### config.mk
export PLATFORM = sky130hd
export DESIGN_NAME = clk_stat_flags
export DESIGN_NICKNAME = d
export VERILOG_FILES = /design/src/rtl/clk_stat_flags.sv
export SDC_FILE = /design/constraint.sdc
export NUM_CORES = 1
export LEC_CHECK = 0
export ABC_AREA = 1
export BUFFER_PORTS_ARGS = -buffer_cell sky130_fd_sc_hd__buf_2
export CAP_MARGIN = 5
export CORE_AREA = 2 2 39 41
export CTS_CLUSTER_DIAMETER = 120
export DETAILED_ROUTE_END_ITERATION = 10
export DIE_AREA = 0 0 41 43
export GPL_ROUTABILITY_DRIVEN = 0
export PLACE_DENSITY = 0.58
export SLEW_MARGIN = 20
export SYNTH_ARGS = -nofsm -noshare
export SYNTH_HDL_FRONTEND = slang
export SYNTH_SLANG_ARGS = --single-unit
export TNS_END_PERCENT = 50
### constraint.sdc
create_clock -name clk -period 1.4 [get_ports clk]
set_input_delay 0 -clock clk [delete_from_list [all_inputs] [get_ports clk]]
set_output_delay 0 -clock clk [all_outputs]
set_load 0.005 [all_outputs]
### src/rtl/clk_stat_flags.sv
module clk_stat_flags #(
  parameter bit HAS_LVR = 1'b1
) (
  input  logic       clk,
  input  logic       rst_n,
  input  logic       lvr_evt_i,
  input  logic       pll_lock_i,
  input  logic       pll_track_i,
  input  logic       self_clk_i,
  input  logic       reg_sel_i,
  input  logic       reg_wr_i,
  input  logic [7:0] reg_wdata_i,
  input  logic       lock_irq_en_i,
  input  logic       scm_irq_en_i,
  output logic [7:0] reg_rdata_o,
  output logic       irq_o
);

  logic lock_m, track_m;
  logic lock_q, scm_q;
  logic lvr_f, lock_f, scm_f;
  logic irq_q;
  logic [7:0] clr;

  assign lock_m  = pll_lock_i  & ~self_clk_i;
  assign track_m = pll_track_i & ~self_clk_i;
  assign clr     = (reg_sel_i && reg_wr_i) ? reg_wdata_i : 8'h00;

  always_ff @(posedge clk) begin
    if (!rst_n) begin
      lock_q <= 1'b0;
      scm_q  <= 1'b0;
      lock_f <= 1'b0;
      scm_f  <= 1'b0;
      lvr_f  <= HAS_LVR & lvr_evt_i;
      irq_q  <= 1'b0;
    end else begin
      lock_q <= lock_m;
      scm_q  <= self_clk_i;
      lock_f <= (lock_m ^ lock_q) | (lock_f & ~clr[4]);
      scm_f  <= (self_clk_i ^ scm_q) | (scm_f & ~clr[1]);
      lvr_f  <= HAS_LVR & (lvr_evt_i | (lvr_f & ~clr[5]));
      irq_q  <= (lock_f & lock_irq_en_i) | (scm_f & scm_irq_en_i);
    end
  end

  assign reg_rdata_o = {2'b00, lvr_f, lock_f, lock_m, track_m, scm_f, self_clk_i};
  assign irq_o       = irq_q;

  // any change of masked lock raises the lock flag
  p_lock_change_r2: assert property (@(posedge clk) disable iff (!rst_n)
    (lock_m != lock_q) |=> reg_rdata_o[4]);

  // any change of self clock mode raises its flag
  p_scm_change_r4: assert property (@(posedge clk) disable iff (!rst_n)
    (self_clk_i != scm_q) |=> reg_rdata_o[1]);

  // PLL status hidden in self clock mode
  p_pll_masked_r3: assert property (@(posedge clk) disable iff (!rst_n)
    self_clk_i |-> (reg_rdata_o[3:2] == 2'b00));

  // writing 0 never clears a set flag
  p_w0_keeps_r6: assert property (@(posedge clk) disable iff (!rst_n)
    (reg_rdata_o[4] && reg_sel_i && reg_wr_i && !reg_wdata_i[4]) |=> reg_rdata_o[4]);

  // set beats clear in the same cycle
  p_set_wins_r7: assert property (@(posedge clk) disable iff (!rst_n)
    ((self_clk_i != scm_q) && reg_sel_i && reg_wr_i && reg_wdata_i[1]) |=> reg_rdata_o[1]);

  // no request when both enables were low
  p_irq_gate_r8: assert property (@(posedge clk) disable iff (!rst_n)
    (!lock_irq_en_i && !scm_irq_en_i) |=> !irq_o);

endmodule

==> key figures <==
Outcome
  • Run status: finished, final reports clean

Worst setup path
  • Reg2reg end: lock_f
  • Worst setup path category: in2reg
  • Most used cell, CP: sky130_fd_sc_hd__dlygate4sd3_1
  • Type of element launching the critical path: input port
  • Number of buffer and inverter stages on the critical path: 4
  • Data required time at the worst endpoint: between 1.5 and 2 ns
  • Critical Path Max Stage Delay: 0.54 ns
  • Max stage delay cell, worst path: sky130_fd_sc_hd__dlygate4sd3_1
  • CP top delay family: buffers and inverters
  • Reg2Reg Depth: 3
  • Endpoint class of the critical path: register
  • R2r setup slk: between 0.7 and 0.8 ns
  • Max FO, Critical Path: 2
  • Chain of cells forming the critical path: dlygate4sd3_1 -> buf_2 -> nand2_1 -> dlygate4sd3_1 -> inv_1
  • WP depth: 5
  • Start of the worst register-to-register path: lock_q
  • Arr. time, crit path: roughly 1.3 ns

Pwr
  • Standby leakage power: 0.234 nW
  • Worst VDD drop: 0.514 mV
  • Power density over the cells: 1000 mW/mm^2
  • Total power consumption of the routed design: roughly 0.00042 W

Min path
  • End point of the worst hold path: irq_o
  • Startpoint of the tightest hold check path: scm_irq_en_i
  • Class of the worst hold path: in2reg
  • Cells on Worst Hold Path: 3

Die
  • Die area: roughly 0.0018 mm^2
  • Starting utilization of the core area: ~22%
  • Die outline height: roughly 43 um
  • Placeable Area: approximately 0.0014 mm^2
  • Die W: around 41 um
  • Row count: 14
  • Total I/O pin count: 27

Global routing
  • GRT Util Overall: under 10%
  • Antenna violations before repair: 0
  • Sum of overflow across all layers after global routing: 0
  • Vias in the first global route: about 260
  • Maximum number of pins on one net before global-route repair: 6
  • Global-route wire length before repair: around 920 um

Route
  • Detail Route Antenna Nets: 0
  • Met1 WL: between 200 and 250 um
  • Top layer reached by signal wires: met3
  • Met3 wire length: around 96 um
  • Routed via count divided by cell count: slightly below 4
  • First-pass DRT Iterations: 1
  • Number of design-rule violations left by the first detailed-router iteration: 0
  • Via count: between 200 and 300
  • Routed length per placed instance: slightly above 8 um
  • Routed length on met2: ~280 um
  • Remaining routing DRC violations: 0
  • Total length of routed wires: 606 um

Timing
  • Final clock period utilization by the worst path: between 80 and 90%
  • Unrepaired setup endpoints after global routing: no
  • Total count of max-transition violations in the final report: 0
  • Setup Viol. Count Final: 0
  • Maximum operating frequency: 883 MHz
  • Hold violation count in the final report: 0
  • Setup Skew: around 0.0022 ns
  • Sum of negative setup slack: 0 ns
  • Min cycle time layout: 1.13 ns

Yosys
  • Post-synthesis sequential area ratio: between 30% and 40%
  • Synth warnings: 0
  • Mean instance size in the synthesized netlist: approximately 7.4 um^2
  • Dominant cells by area after synthesis: sky130_fd_sc_hd__dfxtp_1 39%, sky130_fd_sc_hd__buf_4 20%, sky130_fd_sc_hd__nand2_1 9.8%
  • Gate Count Post-Synth: between 40 and 50
  • Number of synthesized register bits: 6
  • Yosys cell types: 12
  • Cell area after synthesis: roughly 310 um^2
  • Area share of the largest cell type after synthesis: 39.3%
  • Most area-hungry cell type in the Yosys netlist: sky130_fd_sc_hd__dfxtp_1

Place
  • Estimated wirelength of the detail-placed design: roughly 460 um
  • Port buffer count: 19

Layout
  • Ratio of cells with drive above 1 in the final layout: slightly above 40%
  • Filler Cell Count: 165
  • Antenna diodes: 0
  • Final net count: between 70 and 80
  • Layout Area Growth over Synthesis: 36.5%

Clock tree
  • Clk slew on worst S/H paths: roughly 0.05 ns
  • TritonCTS clock tree: built
  • Clock sink total: 6
  • Max Buffers Root-to-Sink: 2
  • CTS H-tree depth: 1
  • Clock latency reported for the late side of the worst-skew pair: 0.24 ns
  • # Post-CTS Setup Buffers: 0
  • Count of cells resized by post-cts repair: 0
  • Number of buffers created by CTS: 3
  • Clk Tree Root Cell: sky130_fd_sc_hd__clkbuf_4

Job
  • Number of max-capacitance violations reported: 0
[worst max path at each step]
| stage | start | end |
|---|---|---|
| after detailed placement | lock_q | lock_f |
| after CTS | rst_n | scm_q |
| after global routing | rst_n | scm_q |
| after floorplan | lock_q | lock_f |
| after global placement | lock_q | lock_f |
| final | rst_n | scm_q |
[stage by stage]
step	worst slack [ns]	util (%)	instances	hold slack (ns)	area, um^2
global placement	0.777	26.3	69	0.193	364
global route	0.240	30.1	75	0.0138	417
floorplan	0.798	-	42	0.0808	309
CTS	0.273	30.1	75	0.00924	417
finish	0.268	30.1	75	0.0102	417
detailed placement	0.758	26.3	69	0.197	364
[power breakdown]
group	leakage, nW	total, W	internal, W	switching, W
Clock	0.0138	0.000158	0.0000969	0.0000611
Combinational	0.171	0.0000690	0.0000382	0.0000308
Sequential	0.0499	0.000189	0.000184	0.00000582
[layer usage]
layer,GRT usage (%),up-vias
met1,7.47,123
met4,2.00,0
met2,12.8,18
met3,7.85,0
li1,-,152
met5,0,-
[worst min-delay path: stages]
cell and delay [ns]:
sky130_fd_sc_hd__buf_2 0.10, sky130_fd_sc_hd__nand2_1 0.05, sky130_fd_sc_hd__a21oi_1 0.05
[layout by cell type, fill, tap and decap left out]
cell and count:
sky130_fd_sc_hd__nand2_2 1, sky130_fd_sc_hd__conb_1 2, sky130_fd_sc_hd__a21oi_1 2, sky130_fd_sc_hd__buf_2 19, sky130_fd_sc_hd__xnor2_1 1, sky130_fd_sc_hd__dfxtp_1 6
sky130_fd_sc_hd__inv_1 6, sky130_fd_sc_hd__nand3_1 4, sky130_fd_sc_hd__o21bai_1 1, sky130_fd_sc_hd__a21oi_2 1, sky130_fd_sc_hd__dlygate4sd3_1 3, sky130_fd_sc_hd__nor2_1 2
sky130_fd_sc_hd__nand2_1 8, sky130_fd_sc_hd__clkbuf_4 3
[logic make-up (layout without fill, tap and decap cells)]
kind of cell	count (synthesis)	in the layout	share of synthesized area [%]
XOR/XNOR	1	1	2.87
buffers and inverters	14	31	27.0
other	1	2	1.23
flip-flops	6	6	39.3
AND/OR/NAND/NOR	15	15	20.9
AO/OA/AOI/OAI	4	4	8.61
[state kept, by name, indices dropped and copies added (netlist names)]
signal  count
scm_q       1
irq_o       1
lock_f      1
lvr_f       1
lock_q      1
scm_f       1
[final cells by class]
| cell class | instances | area (um^2) | area share, % |
|---|---|---|---|
| Tap cell | 16 | 20.0 | 4.80 |
| Clock buffer | 3 | 22.5 | 5.41 |
| Inverter | 6 | 22.5 | 5.41 |
| Timing Repair Buffer | 22 | 125 | 30.0 |
| Sequential cell | 6 | 120 | 28.8 |
| Multi-Input combinational cell | 22 | 106 | 25.5 |
[timing repair]
action                                  4_1_cts  5_1_grt
endpoints found under the setup margin        0        0
hold buffers                                  3        0
hold endpoints to repair                      2        0
[synthesized netlist by cell type]
| master | instances |
|---|---|
| sky130_fd_sc_hd__buf_4 | 8 |
| sky130_fd_sc_hd__conb_1 | 1 |
| sky130_fd_sc_hd__nand2_2 | 1 |
| sky130_fd_sc_hd__dfxtp_1 | 6 |
| sky130_fd_sc_hd__nor2_1 | 2 |
| sky130_fd_sc_hd__nand2_1 | 8 |
| sky130_fd_sc_hd__a21oi_2 | 1 |
| sky130_fd_sc_hd__xnor2_1 | 1 |
| sky130_fd_sc_hd__a21oi_1 | 2 |
| sky130_fd_sc_hd__nand3_1 | 4 |
| sky130_fd_sc_hd__inv_1 | 6 |
| sky130_fd_sc_hd__o21bai_1 | 1 |
Power figures use the tool's default switching activity.
